<file path="config.mk">
export PLATFORM = sky130hd
export DESIGN_NAME = mem_port_decode
export DESIGN_NICKNAME = d
export VERILOG_FILES = /design/src/rtl/mpd_pkg.sv /design/src/rtl/mpd_dec.sv /design/src/rtl/mpd_mem_sel.sv /design/src/rtl/mpd_io_port.sv /design/src/rtl/mem_port_decode.sv
export SDC_FILE = /design/constraint.sdc
export NUM_CORES = 1
export LEC_CHECK = 0
export ABC_AREA = 1
export CORE_MARGIN = 2
export CORE_UTILIZATION = 30
export DETAILED_ROUTE_END_ITERATION = 7
export PLACE_DENSITY = 0.82
export SETUP_SLACK_MARGIN = 0.05
export SLEW_MARGIN = 15
export SYNTH_ARGS = -nofsm -noshare
export SYNTH_HDL_FRONTEND = slang
export SYNTH_SLANG_ARGS = --single-unit
</file>
<file path="constraint.sdc">
create_clock -name clk_i -period 0.9 [get_ports clk_i]
set_input_delay 0.18 -clock clk_i [delete_from_list [all_inputs] [get_ports clk_i]]
set_output_delay 0.18 -clock clk_i [all_outputs]
set_load 0.01 [all_outputs]
</file>
<file path="src/rtl/mpd_pkg.sv">
package mpd_pkg;
  typedef enum logic {CYC_MEM = 1'b0, CYC_IO = 1'b1} cyc_e;

  function automatic logic strobe_any(input logic rd_n, input logic wr_n);
    return !(rd_n && wr_n);
  endfunction
endpackage

</file>
<file path="src/rtl/mpd_dec.sv">
module mpd_dec #(
  parameter int SEL_W = 2,
  localparam int NOUT = 1 << SEL_W
) (
  input  logic             en_i,
  input  logic [SEL_W-1:0] sel_i,
  output logic [NOUT-1:0]  y_no
);
  for (genvar k = 0; k < NOUT; k++) begin : g_out
    assign y_no[k] = !(en_i && (sel_i == SEL_W'(k)));
  end
endmodule

</file>
<file path="src/rtl/mpd_mem_sel.sv">
module mpd_mem_sel #(
  parameter int ADDR_W     = 16,
  parameter int CHIP_AW    = 11,
  parameter int SEL_W      = 2,
  parameter bit EXHAUSTIVE = 1'b1,
  localparam int EN_BIT    = CHIP_AW + SEL_W,
  localparam int UP_W      = ADDR_W - EN_BIT - 1,
  localparam int NCHIP     = 1 << SEL_W,
  parameter logic [UP_W-1:0] UPPER_TAG = '0
) (
  input  logic [ADDR_W-1:0]  addr_i,
  input  mpd_pkg::cyc_e      cyc_i,
  input  logic               rd_ni,
  input  logic               wr_ni,
  output logic [NCHIP-1:0]   cs_no,
  output logic [CHIP_AW-1:0] chip_addr_o
);
  logic upper_ok;
  logic dec_en;

  if (EXHAUSTIVE) begin : g_full
    assign upper_ok = (addr_i[ADDR_W-1:EN_BIT+1] == UPPER_TAG);
  end else begin : g_fold
    assign upper_ok = 1'b1;
  end

  assign dec_en = (cyc_i == mpd_pkg::CYC_MEM) && mpd_pkg::strobe_any(rd_ni, wr_ni)
                  && addr_i[EN_BIT] && upper_ok;

  mpd_dec #(.SEL_W(SEL_W)) u_dec (
    .en_i (dec_en),
    .sel_i(addr_i[EN_BIT-1:CHIP_AW]),
    .y_no (cs_no)
  );

  assign chip_addr_o = addr_i[CHIP_AW-1:0];
endmodule

</file>
<file path="src/rtl/mpd_io_port.sv">
module mpd_io_port #(
  parameter int PORT_W = 8,
  parameter int DATA_W = 8,
  parameter logic [PORT_W-1:0] OUT_PORT = 8'h40,
  parameter logic [PORT_W-1:0] IN_PORT  = 8'h41
) (
  input  logic              clk_i,
  input  logic              rst_ni,
  input  logic [PORT_W-1:0] port_i,
  input  mpd_pkg::cyc_e     cyc_i,
  input  logic              rd_ni,
  input  logic              wr_ni,
  input  logic [DATA_W-1:0] data_i,
  output logic [DATA_W-1:0] q_o,
  output logic              in_en_o
);
  logic io_wr, io_rd;

  assign io_wr = (cyc_i == mpd_pkg::CYC_IO) && !wr_ni;
  assign io_rd = (cyc_i == mpd_pkg::CYC_IO) && !rd_ni;

  always_ff @(posedge clk_i or negedge rst_ni) begin
    if (!rst_ni)                          q_o <= '0;
    else if (io_wr && port_i == OUT_PORT) q_o <= data_i;
  end

  assign in_en_o = io_rd && (port_i == IN_PORT);
endmodule

</file>
<file path="src/rtl/mem_port_decode.sv">
module mem_port_decode #(
  parameter int ADDR_W     = 16,
  parameter int DATA_W     = 8,
  parameter int PORT_W     = 8,
  parameter int CHIP_AW    = 11,
  parameter int SEL_W      = 2,
  parameter bit EXHAUSTIVE = 1'b1,
  localparam int UP_W      = ADDR_W - CHIP_AW - SEL_W - 1,
  localparam int NCHIP     = 1 << SEL_W,
  parameter logic [UP_W-1:0]   UPPER_TAG = '0,
  parameter logic [PORT_W-1:0] OUT_PORT  = 8'h40,
  parameter logic [PORT_W-1:0] IN_PORT   = 8'h41
) (
  input  logic               clk_i,
  input  logic               rst_ni,
  input  logic [ADDR_W-1:0]  addr_i,
  input  logic               sel_io_i,
  input  logic               rd_ni,
  input  logic               wr_ni,
  input  logic [DATA_W-1:0]  data_i,
  output logic [NCHIP-1:0]   mem_cs_no,
  output logic [CHIP_AW-1:0] mem_addr_o,
  output logic [DATA_W-1:0]  port_q_o,
  output logic               in_en_o
);
  mpd_pkg::cyc_e cyc;
  assign cyc = sel_io_i ? mpd_pkg::CYC_IO : mpd_pkg::CYC_MEM;

  mpd_mem_sel #(
    .ADDR_W(ADDR_W), .CHIP_AW(CHIP_AW), .SEL_W(SEL_W),
    .EXHAUSTIVE(EXHAUSTIVE), .UPPER_TAG(UPPER_TAG)
  ) u_mem (
    .addr_i     (addr_i),
    .cyc_i      (cyc),
    .rd_ni      (rd_ni),
    .wr_ni      (wr_ni),
    .cs_no      (mem_cs_no),
    .chip_addr_o(mem_addr_o)
  );

  mpd_io_port #(
    .PORT_W(PORT_W), .DATA_W(DATA_W), .OUT_PORT(OUT_PORT), .IN_PORT(IN_PORT)
  ) u_io (
    .clk_i  (clk_i),
    .rst_ni (rst_ni),
    .port_i (addr_i[PORT_W-1:0]),
    .cyc_i  (cyc),
    .rd_ni  (rd_ni),
    .wr_ni  (wr_ni),
    .data_i (data_i),
    .q_o    (port_q_o),
    .in_en_o(in_en_o)
  );
endmodule

</file>
==> flow_summary.ini, run 1 <==
[worst_setup_path]
critPathArrivalTime_ns = 0.93
reg2reg_depth = 4
start_kind = input port
r2r_slack_ns = 0.07
cp.required_ns = 0.72
rr_startpoint = u_io.q_o[2]$_DFFE_PN0P_
crit_type = input port to output pin
cp_max_fo = 4
rr_endpoint = u_io.q_o[2]$_DFFE_PN0P_
worstSetupEndpointType = output pin

[cells_and_area]
num-fill-cells = 138
antenna_cells = 0
register_area_um2 = 200
reg_top3 = u_io.q_o x8
drive_gt1_share_pct = 48.4
final_cells = 149
regMostFlops = u_io.q_o
layout.nets = 155
areaGrowthSynthToFinish_pct = 98.7
largest_reg_flops = 8
multiInputGateArea_um2 = 313

[run]
max-cap-violations = 0

[global_routing]
overflow = 0
grt_usage_pct = 14.1
first_global_vias = 568
grt_max_degree = 10
antenna_found_initial = 0
grt_pass1_wl_um = 2170

[route]
wl_per_cell_um = 13.3
vias_per_cell = 4.50
drt_iter0_drc = 7
vias = 671
drc_errors = 0
drtPass1Iterations = 4
ant_nets = 0
drt-total-wl_um = 1980

[place]
place_congestion = 0.676
dp_cells = 138
portBuffers = 46
dp_hpwl_um = 1280
dp_slack_ns = -0.846

[logic_synthesis]
ys_seq_area_share_pct = 34.3
synth_area_um2 = 583
synth_nets = 102
yosysUniqueCellTypes = 15
synth.area.top_cells = dfrtp_1 (34%), buf_4 (14%), nand2_1 (10%)
ys_ff_latch = 8
syn_avg_cell_area_um2 = 7.99
yosysTopAreaCell = dfrtp_1
netlist.area_leader.share_pct = 34.3
synth_top_cells_by_count = nand2_1 (16), inv_1 (12), buf_4 (11), dfrtp_1 (8), o21bai_1 (8)
synth-async-reset-ratio_pct = 100
syn_inst = 73
synth_edf_count = 0
yosysMostFrequentCell = nand2_1
yosysWarnings = 0
synthFlopType = dfrtp_1

[die]
num_io_pins = 53
die_area_mm2 = 0.00231
rows = 15
die_h_um = 48.1
core_mm2 = 0.00178
floorplan.initialDensity_pct = 32.7
die_width_um = 48.1

[pwr]
switching_share_pct = 27.8
p_seq_share_pct = 38.6
p_comb_share_pct = 33.1
switchingPower_uw = 280
p_int_uw = 725
leakagePower_uw = 0.000557
p_clk_share_pct = 28.4
irDropWorstVdd_uv = 709
p_per_area_mw_per_mm2 = 867

[hold_path]
hold_path.class = input port to asynchronous set/reset pin

[timing]
max-slew-margin-rel_pct = 75.8
rsz0062_at_grt = true
min_period_ns = 1.11
maxSlewViolCount = 0
fin_skew_ns = 0
timing.final.ws_setup_ns = -0.209
fin_crit_sh_pct = 123
hold_viol = 0
holdWs_ns = 0.195
worstMarginPinSlew_ns = 0.363
timing.fmax_ghz = 0.902
setup_violations = 13

[clock_network]
clkSinkCount = 8
cts.path.max_buffers = 2
insertion_delay_ns = 0.26
cts_root_buf = clkbuf_4
cts-buffers-inserted = 3
cts.htree.levels = 1
cts_hold_repair.buffers = 0
cts_tree = built
clk_pin_slew_ns = 0.06

[run_status]
status = complete, but fails checks
violations = negative setup slack
==> critical path, cell delays in order <==
cell and delay (ns):
buf_6 0.09, nor2_4 0.09, nand3_2 0.10, a21oi_4 0.17
buf_6 0.12, nand3_2 0.05, buf_6 0.12
==> per-layer routing <==
layer	vias to the layer above	GRT usage [%]	wire [µm]
met5	-	0	0
met4	0	6.49	27
met3	3	3.77	275
met2	43	28.8	1020
met1	302	12.3	651
li1	323	-	-
==> worst max path at each step <==
stage	from	endpoint	slack, ns	cells after the start
after floorplan	addr_i[3]	in_en_o	0.05	3
after global placement	addr_i[6]	in_en_o	-0.80	6
after detailed placement	addr_i[6]	in_en_o	-0.85	6
after CTS	addr_i[14]	mem_cs_no[3]	-0.21	7
after global routing	addr_i[14]	mem_cs_no[3]	-0.27	7
final	addr_i[14]	mem_cs_no[3]	-0.21	7
==> power by group through the flow <==
stage | registers, µW | clock network (µW) | logic [µW]
2_1_floorplan | 400 | 0 | 108
3_3_place_gp | 392 | 0 | 300
3_5_place_dp | 393 | 0 | 304
4_1_cts | 386 | 287 | 284
5_1_grt | 389 | 300 | 358
6_report | 388 | 285 | 332
==> stage by stage <==
stage	utilization [%]	TNS, ns	total power, µW	cell area (µm²)
finish	65.0	-1.22	1000	1160
global route	65.0	-1.64	1050	1160
CTS	57.9	-1.16	956	1030
detailed placement	58.0	-13.85	697	1030
global placement	58.0	-13.50	692	1030
floorplan	-	0	509	587
==> layout by cell type, fill, tap and decap left out, types with 4 or more instances in the layout <==
cell	synthesis	final
clkdlybuf4s50_1	0	9
clkbuf_2	0	4
dfrtp_1	8	8
buf_6	0	17
o21bai_1	8	8
inv_1	12	11
buf_2	0	10
nor2_4	2	6
buf_4	11	6
nand2_1	16	15
clkdlybuf4s15_1	0	6
==> layout make-up <==
cell class | count | share of cell area, %
Timing Repair Buffer | 58 | 46.4
Tap cell | 25 | 2.70
Multi-Input combinational cell | 42 | 27.0
Clock buffer | 3 | 1.94
Inverter | 13 | 4.64
Sequential cell | 8 | 17.3
==> what timing repair did <==
action | 4_1_cts | 5_1_grt
setup endpoints to repair | 29 | 22
resized for setup | 131 | 28
buffers inserted | 4 | 4
gates cloned | 1 | 1
pin swaps | 14 | 18
==> cells by family after synthesis <==
kind of cell	Yosys count	synth area share, %
AND/OR/NAND/NOR	32	32.0
flip-flops	8	34.3
AO/OA/AOI/OAI	9	11.2
buffers and inverters	24	22.5
Power figures use the tool's default switching activity.
==> inputs of run 2 (changes only) <==
- CORE_UTILIZATION: 30 -> 32
- PLACE_DENSITY: 0.82 -> 0.86
- SETUP_SLACK_MARGIN: 0.05 -> 0.15
- clock period: 0.9 -> 1.3 ns (I/O delays scaled with it)
==> run 2 against run 1 <==
  * The flow now finishes without violations
  * Sequential power decreased by 31%
  * Die area decreased by 5.7%
  * Critical path depth decreased by 2
  * Largest power group unchanged
  * Highest routed layer unchanged
==> flow_summary.ini, run 2 (synthesis gave the netlist of run 1 again) <==
[place]
place_congestion = 0.693
placed_cell_area_mm2 = 0.00102
dp_cells = 137
portBuffers = 46
dp_hpwl_um = 1190

[pwr]
p_seq_share_pct = 41.8
irDropWorstVdd_uv = 492
p_per_area_mw_per_mm2 = 639
switchingPower_uw = 171
p_clk_share_pct = 29.6
leakagePower_uw = 0.000499
p_int_uw = 470
p_comb_share_pct = 28.7
switching_share_pct = 26.7

[global_routing]
grt_usage_pct = 15.9
overflow = 0
grt_pass1_wl_um = 2360
grt_max_degree = 10
first_global_vias = 558
antenna_found_initial = 0

[route]
ant_nets = 0
drt_iter0_drc = 4
drt-total-wl_um = 1560
drtPass1Iterations = 2
wl_per_cell_um = 11.0
drc_errors = 0
vias_per_cell = 4.29
vias = 609

[die]
floorplan.initialDensity_pct = 33.8
rows = 15
die_width_um = 46.7
die_h_um = 46.7
core_mm2 = 0.00173
die_area_mm2 = 0.00218
num_io_pins = 53

[worst_setup_path]
cp_max_fo = 4
cp.required_ns = 1.04
cp-startpoint = addr_i[13]
crit_type = input port to output pin
worstSetupEndpointType = output pin
start_kind = input port
critical_path.max_stage_delay_ns = 0.20
crit_chain = clkdlybuf4s15_1 > nand3_2 > a21oi_4 > nand3_1 > buf_2
rr_startpoint = u_io.q_o[4]$_DFFE_PN0P_
critPathArrivalTime_ns = 0.96
crit_slowest_cell = clkdlybuf4s15_1

[clock_network]
cts-buffers-inserted = 3
cts_hold_repair.buffers = 0
clk_pin_slew_ns = 0.06
cts.htree.levels = 1
cts.path.max_buffers = 2
cts_root_buf = clkbuf_4
cts_tree = built
clkSinkCount = 8
insertion_delay_ns = 0.25

[cells_and_area]
areaGrowthSynthToFinish_pct = 71.9
regMostFlops = u_io.q_o
utilization_pct = 58.0
num-fill-cells = 180
layout_commonest_cell = nand2_1
final_cell_mix = nand2_1 (16), inv_1 (11), dlygate4sd2_1 (10), buf_2 (10), clkdlybuf4s50_1 (9)
antenna_cells = 0
largest_reg_flops = 8
drive_gt1_share_pct = 35.9
register_area_um2 = 200
final_cells = 142
fin_area_mm2 = 0.00100
reg_top3 = u_io.q_o x8
multiInputGateArea_um2 = 283
layout.nets = 148

[run]
max-cap-violations = 0

[timing]
min_period_ns = 1.22
maxSlewViolCount = 0
fin_crit_sh_pct = 93.8
timing.fmax_ghz = 0.820
worstMarginPinSlew_ns = 0.361
fin_tns_setup_ns = 0
max-slew-margin-rel_pct = 75.9
hold_viol = 0
fin_skew_ns = 0
setup_violations = 0
rsz0062_at_grt = true

[run_status]
status = finished clean

[hold_path]
hold_path.class = input port to asynchronous set/reset pin
==> run 2: routing by layer <==
metal / global-route usage [%] / share of wire, % / up-vias
li1: - / - / 307
met1: 15.7 / 36 / 267
met2: 28.9 / 55 / 29
met3: 7.06 / 7.5 / 6
met4: 6.11 / 1.8 / 0
met5: 0 / 0 / -
==> run 2: timing repair <==
action	CTS	global route
pin swaps	12	9
setup buffers	2	0
gates cloned	0	0
resized for setup	94	8
endpoints found under the setup margin	29	8
==> run 2: cell type report <==
type,instances,area share (%)
clock buffers,3,2.25
inverters,13,4.87
multi-input cells,41,28.2
flip-flops and latches,8,20.0
well taps,25,3.12
repair buffers,52,41.6
==> run 2: path summary, 6_finish.rpt <==
kind,endpoint,cells after the start,slack (ns)
setup / recovery,mem_cs_no[3],5,0.08
hold / removal,u_io.q_o[7]$_DFFE_PN0P_,1,0.28
setup reg to reg,u_io.q_o[4]$_DFFE_PN0P_,3,0.57
hold reg to reg,u_io.q_o[7]$_DFFE_PN0P_,3,0.59
max in group asynchronous,u_io.q_o[0]$_DFFE_PN0P_,1,0.75
min in group clk_i,u_io.q_o[5]$_DFFE_PN0P_,5,0.44
==> run 2: stage by stage <==
stage | hold WS (ns) | power (µW) | setup slack, ns
floorplan | -0.0356 | 352 | 0.272
global placement | 0.520 | 473 | -0.609
detailed placement | 0.520 | 478 | -0.652
CTS | 0.289 | 645 | 0.113
global route | 0.317 | 672 | 0.0608
finish | 0.277 | 640 | 0.0800
==> run 2: power groups by stage <==
stage | Sequential, µW | Combinational (µW) | Clock (µW)
2_1_floorplan | 277 | 74.7 | 0
3_3_place_gp | 271 | 202 | 0
3_5_place_dp | 272 | 206 | 0
4_1_cts | 268 | 186 | 192
5_1_grt | 269 | 200 | 203
6_report | 268 | 184 | 189
==> run 2: worst max-delay path: cells and delay by family <==
| family | cells | cell delay, ns |
|---|---|---|
| compound gates | 1 | 0.16 |
| simple gates | 2 | 0.20 |
| buf+inv | 2 | 0.35 |
==> inputs of run 3 (changes only) <==
- PLACE_DENSITY: 0.86 -> 0.87
==> run 3 against run 2 <==
  * Final area up 3.0%
  * Die area unchanged
  * Total power up 2.1%
  * Critical path depth up 2
==> flow_summary.ini, run 3 (synthesis gave the netlist of run 1 again) <==
[clock_network]
insertion_delay_ns = 0.25
cts_tree = built
clk_pin_slew_ns = 0.06
cts_root_buf = clkbuf_4
cts-buffers-inserted = 3
clkSinkCount = 8
cts.htree.levels = 1
cts.path.max_buffers = 2

[pwr]
p_comb_share_pct = 29.4
p_per_area_mw_per_mm2 = 633
switching_share_pct = 27.8
p_seq_share_pct = 40.9
leakagePower_uw = 0.000527
switchingPower_uw = 182
p_int_uw = 472
irDropWorstVdd_uv = 580
p_clk_share_pct = 29.8

[worst_setup_path]
critical_path.max_stage_delay_ns = 0.16
rr_startpoint = u_io.q_o[5]$_DFFE_PN0P_
crit_type = input port to output pin
crit_chain = buf_6 > nor2_4 > nand3_2 > a21oi_2 > buf_4 > nand3_4 > buf_6
critPathArrivalTime_ns = 1.01
crit_slowest_cell = buf_4
cp_max_fo = 2
reg2reg_depth = 3
cp.required_ns = 1.04
path_delay_family = buffers and inverters
crit_top_cell = buf_6
start_kind = input port
cp.depth = 7
cp-startpoint = addr_i[14]
critical_path_buf_inv_count = 3
worstSetupEndpointType = output pin

[cells_and_area]
largest_reg_flops = 8
regMostFlops = u_io.q_o
reg_top3 = u_io.q_o x8
areaGrowthSynthToFinish_pct = 77.0
final_cells = 146
fin_area_mm2 = 0.00103
drive_gt1_share_pct = 44.6
layout.nets = 152
utilization_pct = 59.8
layout_commonest_cell = nand2_1
antenna_cells = 0
final_cell_mix = nand2_1 (16), clkbuf_2 (12), inv_1 (11), dlygate4sd2_1 (10), buf_4 (10)

[global_routing]
antenna_found_initial = 0
grt_pass1_wl_um = 2730
overflow = 0
grt_max_degree = 10
grt_usage_pct = 18.9
first_global_vias = 582

[place]
place_congestion = 0.689
dp_cells = 138
placed_cell_area_mm2 = 0.00103
portBuffers = 46
dp_hpwl_um = 1300

[timing]
max-slew-margin-rel_pct = 74.9
fin_crit_sh_pct = 97.6
fin_tns_setup_ns = 0
holdWs_ns = 0.287
setup_violations = 0
maxSlewViolCount = 0
min_period_ns = 1.27
worstMarginPinSlew_ns = 0.375
timing.fmax_ghz = 0.788
rsz0062_at_grt = true
hold_viol = 0
fin_skew_ns = 0

[route]
vias = 620
drt-total-wl_um = 1790
ant_nets = 0
wl_per_cell_um = 12.2
drc_errors = 0
drt_iter0_drc = 2
vias_per_cell = 4.25
drtPass1Iterations = 3

[die]
num_io_pins = 53
rows = 15
die_area_mm2 = 0.00218
die_h_um = 46.7
floorplan.initialDensity_pct = 33.8
core_mm2 = 0.00173
die_width_um = 46.7

[run_status]
status = finished clean

[hold_path]
hold_path.class = input port to asynchronous set/reset pin

[run]
max-cap-violations = 0
==> run 3: layout make-up <==
class	count	area (µm²)
clock buffer	3	22.5
inverter	13	48.8
fill	167	694
multi-input combinational	41	295
timing repair buffer	56	434
sequential	8	200
tap	25	31.3
==> run 3: worst paths after layout <==
| path | to | slack [ns] |
|---|---|---|
| max in group asynchronous | u_io.q_o[4]$_DFFE_PN0P_ | 0.75 |
| setup reg to reg | u_io.q_o[5]$_DFFE_PN0P_ | 0.60 |
| hold / removal | u_io.q_o[0]$_DFFE_PN0P_ | 0.29 |
| min in group clk_i | mem_addr_o[10] | 0.52 |
| hold reg to reg | u_io.q_o[3]$_DFFE_PN0P_ | 0.59 |
| setup / recovery | mem_cs_no[1] | 0.03 |
==> run 3: layer usage <==
metal	wire length (µm)	track usage, %
met4	103	15.0
met1	671	19.8
met3	89	3.92
met2	922	32.2
met5	0	0
==> run 3: stage by stage <==
step / power, µW / worst slack [ns]
floorplan: 352 / 0.272
global placement: 477 / -0.579
detailed placement: 482 / -0.655
CTS: 666 / 0.0798
global route: 693 / -0.0163
finish: 654 / 0.0308
==> run 3: power groups by stage <==
stage | clock network (µW) | logic (µW) | registers [µW]
6_report | 195 | 192 | 267
5_1_grt | 217 | 208 | 268
2_1_floorplan | 0 | 74.7 | 277
3_3_place_gp | 0 | 205 | 271
4_1_cts | 202 | 197 | 267
3_5_place_dp | 0 | 210 | 272
==> run 3: timing repair <==
action,4_1_cts,5_1_grt
gates cloned,0,0
resized for setup,95,18
endpoints found under the setup margin,29,21
hold buffers,0,0
buffers inserted,5,0
pin swaps,10,6
